===== src/rtl/txq_hang_pkg.sv =====
package txq_hang_pkg;

  typedef enum logic [1:0] {
    HANG_NONE    = 2'd0,
    HANG_SIG1    = 2'd1,
    HANG_SIG2    = 2'd2,
    HANG_UNKNOWN = 2'd3
  } hang_code_e;

  // Chain slot geometry
  localparam int CHAIN_SLOT_W  = 5;
  localparam int CHAIN_SLOTS_A = 6;
  localparam int CHAIN_SLOTS_B = 4;

  // Queue status word field positions
  localparam int STITCH_LSB = 18;
  localparam int STITCH_W   = 4;
  localparam int FETCH_LSB  = 22;
  localparam int FETCH_W    = 4;
  localparam int QDONE_LSB  = 26;
  localparam int QDONE_W    = 3;

  // Channel completion field
  localparam int CDONE_LSB = 0;
  localparam int CDONE_W   = 2;

  // Signature targets
  localparam logic [CHAIN_SLOT_W-1:0] SIG1_CHAIN  = 5'h06;
  localparam logic [CDONE_W-1:0]      SIG1_CDONE  = 2'h1;
  localparam logic [STITCH_W-1:0]     SIG2_STITCH = 4'h9;
  localparam logic [FETCH_W-1:0]      SIG2_FETCH  = 4'h8;
  localparam logic [QDONE_W-1:0]      SIG2_QDONE  = 3'h4;

endpackage


===== src/rtl/txq_chain_scan.sv =====
module txq_chain_scan #(
  parameter int WORD_W = 32,
  parameter int SLOT_W = 5,
  parameter int SLOTS  = 6
) (
  input  logic [WORD_W-1:0] word,
  input  logic [SLOT_W-1:0] target,
  output logic              hit
);

  localparam int USED_W = SLOT_W * SLOTS;

  logic [SLOTS-1:0] slot_eq;

  generate
    if (USED_W > WORD_W) begin : g_bad_geom
      initial $error("txq_chain_scan: slots exceed word width");
    end
    for (genvar s = 0; s < SLOTS; s++) begin : g_slot
      assign slot_eq[s] = (word[s*SLOT_W +: SLOT_W] == target);
    end
  endgenerate

  assign hit = |slot_eq;

endmodule


===== src/rtl/txq_sig_match.sv =====
module txq_sig_match
  import txq_hang_pkg::*;
#(
  parameter int WORD_W = 32
) (
  input  logic [WORD_W-1:0] qstat,
  input  logic [WORD_W-1:0] chain_a,
  input  logic [WORD_W-1:0] chain_b,
  input  logic [WORD_W-1:0] cmpl,
  output hang_code_e        code
);

  logic hit_a, hit_b;
  logic sig1, sig2;

  txq_chain_scan #(
    .WORD_W (WORD_W),
    .SLOT_W (CHAIN_SLOT_W),
    .SLOTS  (CHAIN_SLOTS_A)
  ) scan_a_i (
    .word   (chain_a),
    .target (SIG1_CHAIN),
    .hit    (hit_a)
  );

  txq_chain_scan #(
    .WORD_W (WORD_W),
    .SLOT_W (CHAIN_SLOT_W),
    .SLOTS  (CHAIN_SLOTS_B)
  ) scan_b_i (
    .word   (chain_b),
    .target (SIG1_CHAIN),
    .hit    (hit_b)
  );

  always_comb begin
    sig1 = (hit_a || hit_b) &&
           (cmpl[CDONE_LSB +: CDONE_W] == SIG1_CDONE);
    sig2 = (qstat[STITCH_LSB +: STITCH_W] == SIG2_STITCH) &&
           (qstat[FETCH_LSB  +: FETCH_W]  == SIG2_FETCH)  &&
           (qstat[QDONE_LSB  +: QDONE_W]  == SIG2_QDONE);
    if (sig1)      code = HANG_SIG1;
    else if (sig2) code = HANG_SIG2;
    else           code = HANG_UNKNOWN;
  end

endmodule


===== src/rtl/txq_freeze_seq.sv =====
module txq_freeze_seq #(
  parameter int WORD_W  = 32,
  parameter int WORDS   = 4,
  parameter int RUN_LEN = 50
) (
  input  logic                         clk,
  input  logic                         rst,
  input  logic                         start,
  input  logic [WORDS-1:0][WORD_W-1:0] live,
  output logic [WORDS-1:0][WORD_W-1:0] held,
  output logic                         busy,
  output logic                         finish,
  output logic                         frozen
);

  localparam int CNT_W = (RUN_LEN < 2) ? 1 : $clog2(RUN_LEN);
  localparam logic [CNT_W-1:0] LAST = CNT_W'(RUN_LEN - 1);

  logic [CNT_W-1:0] cnt;
  logic [WORDS-1:0] diff;

  generate
    for (genvar w = 0; w < WORDS; w++) begin : g_cmp
      assign diff[w] = (live[w] != held[w]);
    end
  endgenerate

  always_comb begin
    frozen = ~|diff;
    finish = busy && (!frozen || (cnt == LAST));
  end

  always_ff @(posedge clk) begin
    if (rst) begin
      busy <= 1'b0;
      cnt  <= '0;
      held <= '0;
    end else if (!busy) begin
      if (start) begin
        held <= live;
        busy <= 1'b1;
        cnt  <= '0;
      end
    end else if (finish) begin
      busy <= 1'b0;
    end else begin
      cnt <= cnt + 1'b1;
    end
  end

endmodule


===== src/rtl/txq_hang_detector.sv =====
module txq_hang_detector
  import txq_hang_pkg::*;
#(
  parameter int WORD_W  = 32,
  parameter int RUN_LEN = 50
) (
  input  logic              clk,
  input  logic              rst,
  input  logic              start,
  input  logic [WORD_W-1:0] qstat_i,
  input  logic [WORD_W-1:0] chain_a_i,
  input  logic [WORD_W-1:0] chain_b_i,
  input  logic [WORD_W-1:0] cmpl_i,
  output logic              busy,
  output logic              done,
  output logic [1:0]        result
);

  localparam int WORDS = 4;

  logic [WORDS-1:0][WORD_W-1:0] live;
  logic [WORDS-1:0][WORD_W-1:0] held;
  logic                         finish;
  logic                         frozen;
  hang_code_e                   code;

  always_comb begin
    live[0] = qstat_i;
    live[1] = chain_a_i;
    live[2] = chain_b_i;
    live[3] = cmpl_i;
  end

  txq_freeze_seq #(
    .WORD_W  (WORD_W),
    .WORDS   (WORDS),
    .RUN_LEN (RUN_LEN)
  ) seq_i (
    .clk    (clk),
    .rst    (rst),
    .start  (start),
    .live   (live),
    .held   (held),
    .busy   (busy),
    .finish (finish),
    .frozen (frozen)
  );

  txq_sig_match #(
    .WORD_W (WORD_W)
  ) match_i (
    .qstat   (held[0]),
    .chain_a (held[1]),
    .chain_b (held[2]),
    .cmpl    (held[3]),
    .code    (code)
  );

  always_ff @(posedge clk) begin
    if (rst) begin
      done   <= 1'b0;
      result <= HANG_NONE;
    end else begin
      done <= finish;
      if (finish) result <= frozen ? code : HANG_NONE;
    end
  end

endmodule


===== config.mk =====
export PLATFORM = sky130hd
export DESIGN_NAME = txq_hang_detector
export DESIGN_NICKNAME = d
export VERILOG_FILES = /design/src/rtl/txq_hang_pkg.sv /design/src/rtl/txq_chain_scan.sv /design/src/rtl/txq_sig_match.sv /design/src/rtl/txq_freeze_seq.sv /design/src/rtl/txq_hang_detector.sv
export SDC_FILE = /design/constraint.sdc
export NUM_CORES = 1
export LEC_CHECK = 0
export ABC_AREA = 1
export BUFFER_PORTS_ARGS = -buffer_cell sky130_fd_sc_hd__buf_2
export CORE_ASPECT_RATIO = 2
export CORE_MARGIN = 1
export CORE_UTILIZATION = 50
export DETAILED_ROUTE_END_ITERATION = 8
export PLACE_DENSITY = 0.81
export SYNTH_ARGS = -nofsm -noshare
export SYNTH_HDL_FRONTEND = slang
export SYNTH_HIERARCHICAL = 1
export SYNTH_SLANG_ARGS = --single-unit

===== constraint.sdc =====
create_clock -name clk -period 4 [get_ports clk]
set_clock_uncertainty 0.2 [all_clocks]
set_input_delay 0.8 -clock clk [delete_from_list [all_inputs] [get_ports clk]]
set_output_delay 0.8 -clock clk [all_outputs]
set_load 0.05 [all_outputs]

==> insert_results.sql, run 1 <==
INSERT INTO impl_metrics (metric_group, metric, value, unit) VALUES
('floorplanning', 'design.portCount', '135', ''),
('synth', 'synthTopCellsByArea', 'sky130_fd_sc_hd__dfxtp_1 (33%), sky130_fd_sc_hd__nor2_1 (14%), sky130_fd_sc_hd__nand2_1 (13%), sky130_fd_sc_hd__xnor2_1 (12%), sky130_fd_sc_hd__o21ai_0 (7.6%)', ''),
('route', 'average_routed_wire_per_standard_cell', '14.9', 'microns'),
('global_route', 'grt_pass1_wl', '39.1', 'mm'),
('power_and_ir_drop', 'sequential_power_share', '38.4', '%'),
('worst_setup_path', 'worstPathMaxFanout', '8', ''),
('worst_setup_path', 'critical-path-top-cell-by-count', 'sky130_fd_sc_hd__nand2_1', ''),
('global_route', 'grtUsageTotal', '29.9', '%'),
('route', 'drt-pass1-iter-count', '5', ''),
('timing', 'hold_viol_final', '0', ''),
('clock_network', 'cts.repair.resized', '0', ''),
('final_layout', 'area_delta_synth_final', '18.4', '%'),
('timing', 'max_freq', '0.417', 'GHz'),
('timing', 'hold_slack', '0.266', 'ns'),
('worst_setup_path', 'crit_path_required_time', '4.15', 'ns'),
('route', 'number_of_vias_after_detailed_routing', '8457', ''),
('worst_setup_path', 'setup.worst_path.start_class', 'input port', ''),
('power_and_ir_drop', 'vdd_drop_max', '0.249', 'mV'),
('timing', 'finalSetupViolations', '0', ''),
('worst_setup_path', 'crit_chain', 'buf_2 -> inv_1 -> nand2_1 -> nand2_1 -> inv_1 -> nor2_1 -> nand2_1 -> nor2_1 -> nand2_1 -> nor2_2 -> nand2_2 -> nor2_8 -> nand2_1 -> nand2_1 -> inv_1 -> inv_2 -> nand2_1 -> a21oi_1', ''),
('floorplanning', 'design.core.area', '16400', 'sq um'),
('floorplanning', 'die_x', '93.5', 'microns'),
('worst_setup_path', 'worstPathArrival', '2.55', 'ns'),
('worst_setup_path', 'worstSetupEndpointType', 'flip-flop', ''),
('power_and_ir_drop', 'clkPwrFrac', '42.3', '%'),
('synth', 'synth.avg_cell_area', '6.35', 'sq um'),
('clock_network', 'clockBufferDepth', '2', ''),
('global_route', 'grt_antenna_before_repair', '2', ''),
('global_route', 'grt_max_degree', '120', ''),
('timing', 'fin_crit', '2.40', 'ns'),
('floorplanning', 'start_util', '51.2', '%'),
('floorplanning', 'die_height', '185', 'microns'),
('min_path', 'holdPathStages', '2', ''),
('worst_setup_path', 'critical-path-slowest-cell', 'sky130_fd_sc_hd__nor2_1', ''),
('route', 'vias_per_cell', '5.05', ''),
('synth', 'distinct_cells_synth', '27', ''),
('final_layout', 'design_area', '9920', 'sq um'),
('clock_network', 'clock_pin_transition_on_the_worst_setup_and_hold_timing_paths', '0.06', 'ns'),
('worst_setup_path', 'cp.depth', '18', ''),
('timing', 'fin_tns_setup', '0', 'ns'),
('synth', 'syn-cell-area', '8380', 'sq um'),
('synth', 'yosys_warnings', '6', ''),
('run', 'cap_violations', '0', ''),
('clock_network', 'clk_latency_worst_skew_pair', '0.42', 'ns'),
('power_and_ir_drop', 'power.density_cell_area', '414', 'nW/um^2'),
('clock_network', 'cts_inserted_buffers', '17', ''),
('power_and_ir_drop', 'switching_share', '28.9', '%'),
('clock_network', 'cts.root.buffer_cell', 'sky130_fd_sc_hd__clkbuf_16', ''),
('worst_setup_path', 'worstPathBufferInverterCount', '5', ''),
('timing', 'worst_slew_pin_slew', '0.704', 'ns'),
('floorplanning', 'row_count', '66', ''),
('power_and_ir_drop', 'share_of_total_power_in_combinational_logic', '19.4', '%'),
('worst_setup_path', 'crit_path_max_incr_delay', '0.25', 'ns'),
('timing', 'normalized_max_slew_margin', '53.1', '%'),
('run_status', 'outcome', 'completed', ''),
('worst_setup_path', 'crit_type', 'input port to flip-flop', ''),
('floorplanning', 'die_area', '17300', 'sq um'),
('power_and_ir_drop', 'p_sw', '1.19', 'mW'),
('synth', 'netlist.top_cell.by_area', 'sky130_fd_sc_hd__dfxtp_1', ''),
('global_route', 'grt_overflow', '0', ''),
('timing', 'post-route-period-util', '60.0', '%'),
('place', 'globalplace.congestion', '0.922', ''),
('power_and_ir_drop', 'cellLeakagePower', '4.54', 'nW'),
('global_route', 'grt_pass1_vias', '8079', ''),
('synth', 'ys_seq_area_share', '33.0', '%'),
('final_layout', 'design.final.nets', '1590', ''),
('synth', 'synth_seq_cells', '138', ''),
('final_layout', 'post_route_cells_drive_above_1_share', '13.3', '%'),
('timing', 'drv_slew', '0', ''),
('timing', 'rsz_0062_raised_after_global_routing', 'false', ''),
('worst_setup_path', 'number_of_cell_instances_on_the_worst_register_to_register_path', '16', '');
cell families (layout without fill, tap and decap cells):
group | after synthesis | in the layout | share of synthesized area (%)
other | 2 | 32 | 0.0897
adder cells (fa/ha/maj) | 2 | 2 | 0.299
flip-flops | 138 | 138 | 33.0
XOR/XNOR | 148 | 148 | 15.5
AO/OA/AOI/OAI | 169 | 169 | 10.1
AND/OR/NAND/NOR | 678 | 678 | 32.5
buffers and inverters | 182 | 304 | 8.57
state kept, by name, summed over array words and instances (netlist names):
register,count
seq_i/held,128
seq_i/busy,1
done,1
result,2
seq_i/cnt,6
synthesized netlist by cell type:
cell,n
sky130_fd_sc_hd__inv_4,1
sky130_fd_sc_hd__xnor2_1,114
sky130_fd_sc_hd__clkinv_1,2
sky130_fd_sc_hd__and2_0,4
sky130_fd_sc_hd__conb_1,2
sky130_fd_sc_hd__nand4_1,18
sky130_fd_sc_hd__buf_1,1
sky130_fd_sc_hd__inv_2,10
sky130_fd_sc_hd__nand4_2,1
sky130_fd_sc_hd__nand3_1,24
sky130_fd_sc_hd__xor2_1,34
sky130_fd_sc_hd__nand2_1,299
sky130_fd_sc_hd__nand3b_1,2
sky130_fd_sc_hd__clkbuf_1,34
sky130_fd_sc_hd__ha_1,2
sky130_fd_sc_hd__nand2_2,3
sky130_fd_sc_hd__nor2_1,306
sky130_fd_sc_hd__a21oi_1,41
sky130_fd_sc_hd__buf_4,4
sky130_fd_sc_hd__inv_1,121
sky130_fd_sc_hd__nor2_8,1
sky130_fd_sc_hd__and2_1,13
sky130_fd_sc_hd__dfxtp_1,138
sky130_fd_sc_hd__buf_2,8
sky130_fd_sc_hd__o21ai_0,128
sky130_fd_sc_hd__buf_6,1
sky130_fd_sc_hd__nor2_2,7
cell type report:
class,count,area (sq um)
fill,1535,6430
multi-input combinational,1027,5010
sequential,138,2760
timing repair buffer,139,733
inverter,134,505
clock buffer,19,453
tap,204,255
clock inverter,12,196
antenna,2,5.00
metal layers:
layer  vias up  global-route usage (%)  share of wire [%]
li1       4293                       -                  -
met1      3752                    29.4                 35
met2       299                    53.1                 51
met3       113                    4.23                4.4
met4         0                    27.0                9.3
met5         -                       0                  0
cell usage in the layout, fill, tap and decap left out:
master	synthesis	routed
sky130_fd_sc_hd__inv_1	121	120
sky130_fd_sc_hd__nor2_8	1	1
sky130_fd_sc_hd__nand3b_1	2	2
sky130_fd_sc_hd__conb_1	2	30
sky130_fd_sc_hd__clkinvlp_4	0	3
sky130_fd_sc_hd__a21oi_1	41	41
sky130_fd_sc_hd__nand2_1	299	298
sky130_fd_sc_hd__buf_12	0	2
sky130_fd_sc_hd__clkinv_4	0	1
sky130_fd_sc_hd__nand2_2	3	3
sky130_fd_sc_hd__nor2_2	7	7
sky130_fd_sc_hd__nand2_4	0	1
sky130_fd_sc_hd__dfxtp_1	138	138
sky130_fd_sc_hd__clkbuf_8	0	2
sky130_fd_sc_hd__o21ai_0	128	128
sky130_fd_sc_hd__nand4_2	1	1
sky130_fd_sc_hd__inv_4	1	1
sky130_fd_sc_hd__clkbuf_16	0	17
sky130_fd_sc_hd__diode_2	0	2
sky130_fd_sc_hd__bufinv_16	0	5
sky130_fd_sc_hd__buf_4	4	3
sky130_fd_sc_hd__buf_2	8	134
sky130_fd_sc_hd__nor2_1	306	306
sky130_fd_sc_hd__xnor2_1	114	114
sky130_fd_sc_hd__xor2_1	34	34
sky130_fd_sc_hd__clkinv_2	0	3
sky130_fd_sc_hd__inv_2	10	11
sky130_fd_sc_hd__and2_1	13	13
sky130_fd_sc_hd__clkinv_1	2	2
sky130_fd_sc_hd__nand3_1	24	24
sky130_fd_sc_hd__ha_1	2	2
sky130_fd_sc_hd__nand4_1	18	18
sky130_fd_sc_hd__and2_0	4	4
worst min-delay path: cells and delay by family (launching register included):
kind | cells | cell delay, ns
DFF | 1 | 0.31
buffers and inverters | 1 | 0.06
AOI/OAI and AO/OA | 1 | 0.05
path summary, 6_finish.rpt:
check / from / to / slack [ns]
worst max-delay path: chain_b_i[3] / result[0] / 1.60
worst min register to register: seq_i/held[88] / seq_i/held[88] / 0.27
worst max register to register: seq_i/held[39] / result[0] / 1.65
worst min-delay path: seq_i/held[88] / seq_i/held[88] / 0.27
power groups by stage:
stage / sequential [mW] / combinational (mW) / clock, mW
6_report: 1.58 / 0.796 / 1.74
5_1_grt: 1.59 / 0.883 / 1.82
4_1_cts: 1.58 / 0.781 / 1.76
3_5_place_dp: 1.61 / 0.772 / 0
3_3_place_gp: 1.60 / 0.757 / 0
2_1_floorplan: 1.59 / 0.519 / 0
through the flow:
stage / std cells / setup WS, ns / total power, mW / util (%)
6_report: 1675 / 1.60 / 4.11 / 60.7
5_1_grt: 1675 / 1.45 / 4.29 / 60.7
3_3_place_gp: 1642 / 1.23 / 2.36 / 56.7
3_5_place_dp: 1642 / 1.22 / 2.38 / 56.7
2_1_floorplan: 1347 / 1.75 / 2.11 / -
4_1_cts: 1673 / 1.64 / 4.12 / 60.6
Note: power is estimated with default switching activity, not from simulation.
==> run 2, diff against run 1 <==
- PLACE_DENSITY: 0.81 -> 0.84
- clock period: 4 -> 1.9 ns (I/O delays scaled with it)
==> insert_results.sql, run 2 (synthesized netlist as in run 1, its figures left out) <==
INSERT INTO impl_metrics (metric_group, metric, value, unit) VALUES
('run_status', 'outcome', 'finished with violations', ''),
('run_status', 'violated_checks', 'negative setup slack', ''),
('route', 'detail_route.iter0.violations', '677', ''),
('global_route', 'grt_pass1_vias', '9066', ''),
('clock_network', 'cts_hold_repair.buffers', '0', ''),
('timing', 'post-route-period-util', '110', '%'),
('route', 'routed_wirelength', '27.4', 'mm'),
('final_layout', 'largest_register_ffs', '128', ''),
('final_layout', 'reg.largest.list', 'seq_i/held (128), seq_i/cnt (6), result (2)', ''),
('timing', 'drv_slew', '0', ''),
('global_route', 'grtUsageTotal', '32.5', '%'),
('final_layout', 'final_common_cell', 'sky130_fd_sc_hd__nor2_1', ''),
('worst_setup_path', 'crit_path_max_incr_delay', '0.32', 'ns'),
('route', 'drc_errors', '0', ''),
('clock_network', 'cts_sinks', '138', ''),
('worst_setup_path', 'worstPathBufferInverterCount', '1', ''),
('worst_setup_path', 'worstPathMaxFanout', '7', ''),
('power_and_ir_drop', 'sequential_power_share', '37.2', '%'),
('global_route', 'grt_overflow', '0', ''),
('global_route', 'grt_pass1_wl', '42.7', 'mm'),
('route', 'vias_per_cell', '5.15', ''),
('worst_setup_path', 'worstPathArrival', '2.24', 'ns'),
('timing', 'max_freq', '0.480', 'GHz'),
('clock_network', 'cts_inserted_buffers', '17', ''),
('global_route', 'grt_antenna_before_repair', '3', ''),
('timing', 'rsz_0062_raised_after_global_routing', 'true', ''),
('floorplanning', 'die_area', '17300', 'sq um'),
('worst_setup_path', 'worstSetupEndpointType', 'flip-flop', ''),
('min_path', 'holdPathStages', '3', ''),
('worst_setup_path', 'critical-path-slowest-cell', 'sky130_fd_sc_hd__dfxtp_1', ''),
('power_and_ir_drop', 'cellLeakagePower', '5.29', 'nW'),
('clock_network', 'cts.root.buffer_cell', 'sky130_fd_sc_hd__clkbuf_16', ''),
('final_layout', 'post_route_cells_drive_above_1_share', '26.5', '%'),
('clock_network', 'clk_latency_worst_skew_pair', '0.43', 'ns'),
('final_layout', 'area_delta_synth_final', '33.8', '%'),
('min_path', 'timing.hold.worst.class', 'input port to flip-flop', ''),
('global_route', 'grt_max_degree', '83', ''),
('final_layout', 'registers.top_by_ff_count', 'seq_i/held', ''),
('floorplanning', 'row_count', '66', ''),
('place', 'globalplace.congestion', '0.926', ''),
('final_layout', 'layout.cells.most_common_list', 'sky130_fd_sc_hd__nor2_1 (290), sky130_fd_sc_hd__nand2_1 (284), sky130_fd_sc_hd__buf_2 (134)', ''),
('place', 'port_buffers', '134', ''),
('power_and_ir_drop', 'clkPwrFrac', '38.0', '%'),
('clock_network', 'clockBufferDepth', '2', ''),
('worst_setup_path', 'cp.depth', '10', ''),
('worst_setup_path', 'number_of_cell_instances_on_the_worst_register_to_register_path', '10', ''),
('route', 'drt-pass1-iter-count', '5', ''),
('power_and_ir_drop', 'internal_power', '6.10', 'mW'),
('timing', 'hold_viol_final', '0', ''),
('final_layout', 'design.final.nets', '1712', ''),
('route', 'number_of_vias_after_detailed_routing', '9263', ''),
('worst_setup_path', 'crit_path_required_time', '2.06', 'ns'),
('timing', 'fin_crit', '2.08', 'ns'),
('worst_setup_path', 'crit_chain', 'xnor2_1 -> nand4_1 -> nor2_4 -> nand2_2 -> nor2_2 -> nand2_2 -> nor2_8 -> buf_4 -> nand4_1 -> a21oi_2', ''),
('run', 'cap_violations', '0', ''),
('timing', 'fin_tns_setup', '-1.02', 'ns'),
('floorplanning', 'design.portCount', '135', ''),
('route', 'average_routed_wire_per_standard_cell', '15.2', 'microns'),
('power_and_ir_drop', 'vdd_drop_max', '0.621', 'mV'),
('floorplanning', 'die_x', '93.5', 'microns'),
('power_and_ir_drop', 'p_sw', '2.82', 'mW'),
('timing', 'finalSetupViolations', '10', ''),
('final_layout', 'final_core_util', '68.5', '%'),
('worst_setup_path', 'crit_type', 'flip-flop to flip-flop', ''),
('clock_network', 'clock_pin_transition_on_the_worst_setup_and_hold_timing_paths', '0.06', 'ns'),
('clock_network', 'cts_tree', 'yes', ''),
('floorplanning', 'die_height', '185', 'microns'),
('floorplanning', 'design.core.area', '16400', 'sq um'),
('worst_setup_path', 'setup.worst_path.start_class', 'flip-flop', ''),
('power_and_ir_drop', 'share_of_total_power_in_combinational_logic', '24.8', '%'),
('timing', 'final_ws_setup', '-0.183', 'ns'),
('place', 'post-dp-hpwl', '19.5', 'mm'),
('route', 'route.antenna.remaining_nets', '0', ''),
('power_and_ir_drop', 'switching_share', '31.6', '%'),
('power_and_ir_drop', 'power.density_cell_area', '796', 'nW/um^2'),
('worst_setup_path', 'cp_top_family', 'simple AND/OR/NAND/NOR gates', ''),
('floorplanning', 'start_util', '51.2', '%'),
('clock_network', 'ctsHtreeMaxLevel', '4', '');
[run 2: cell count changes in the layout (fill, tap and decap cells not counted), sizes merged]
cell	before	now
buf	139	261
bufinv	5	2
clkbuf	19	18
clkinv	6	3
clkinvlp	3	4
diode	2	3
inv	132	139
[run 2: stage by stage]
step / std cells / power (mW) / area [sq um] / hold WS [ns] / setup WS, ns
6_report: 1799 / 8.92 / 11200 / 0.0291 / -0.183
5_1_grt: 1799 / 9.31 / 11200 / 0.0414 / -0.277
4_1_cts: 1794 / 8.83 / 11000 / 0.0154 / -0.0753
3_5_place_dp: 1761 / 5.36 / 10200 / 0.262 / -0.338
3_3_place_gp: 1761 / 5.29 / 10200 / 0.250 / -0.340
2_1_floorplan: 1347 / 4.43 / 8480 / 0.242 / 0.0726
[run 2: layout make-up]
type / instances / area [sq um]
antenna: 3 / 7.51
clock buffer: 18 / 429
clock inverter: 14 / 160
fill: 1332 / 5150
inverter: 134 / 505
multi-input combinational: 1027 / 5370
sequential: 138 / 2800
tap: 204 / 255
timing repair buffer: 261 / 1680
[run 2: repair_timing]
item / 4_1_cts / 5_1_grt
pin swaps: 44 / 22
endpoints found under the setup margin: 10 / 10
setup buffers: 1 / 2
resized for setup: 65 / 45
gates cloned: 0 / 0
[run 2: layer usage]
layer / track usage, % / share of wire, %
met5: 0 / 0
met1: 32.3 / 34
met4: 29.2 / 9.2
met3: 4.76 / 5.3
met2: 57.2 / 51
[run 2: final timing paths]
path              startpoint         endpoint  slack [ns]
max reg2reg    seq_i/held[6]     seq_i/cnt[5]       -0.18
min reg2reg  seq_i/held[107]  seq_i/held[107]        0.26
min               cmpl_i[17]  seq_i/held[113]        0.03
max            seq_i/held[6]     seq_i/cnt[5]       -0.18
[run 2: power by group through the flow]
stage | Combinational [mW] | Clock [mW] | Sequential (mW)
6_report | 2.22 | 3.39 | 3.31
3_5_place_dp | 2.01 | 0 | 3.35
3_3_place_gp | 1.96 | 0 | 3.33
5_1_grt | 2.41 | 3.56 | 3.34
4_1_cts | 2.10 | 3.43 | 3.30
2_1_floorplan | 1.09 | 0 | 3.34
[run 2: worst reg2reg max path, stage by stage (launching register included)]
cell and delay (ns):
sky130_fd_sc_hd__dfxtp_1 0.32, sky130_fd_sc_hd__xnor2_1 0.29, sky130_fd_sc_hd__nand4_1 0.21, sky130_fd_sc_hd__nor2_4 0.14
sky130_fd_sc_hd__nand2_2 0.09, sky130_fd_sc_hd__nor2_2 0.10, sky130_fd_sc_hd__nand2_2 0.09, sky130_fd_sc_hd__nor2_8 0.13
sky130_fd_sc_hd__buf_4 0.15, sky130_fd_sc_hd__nand4_1 0.14, sky130_fd_sc_hd__a21oi_2 0.17
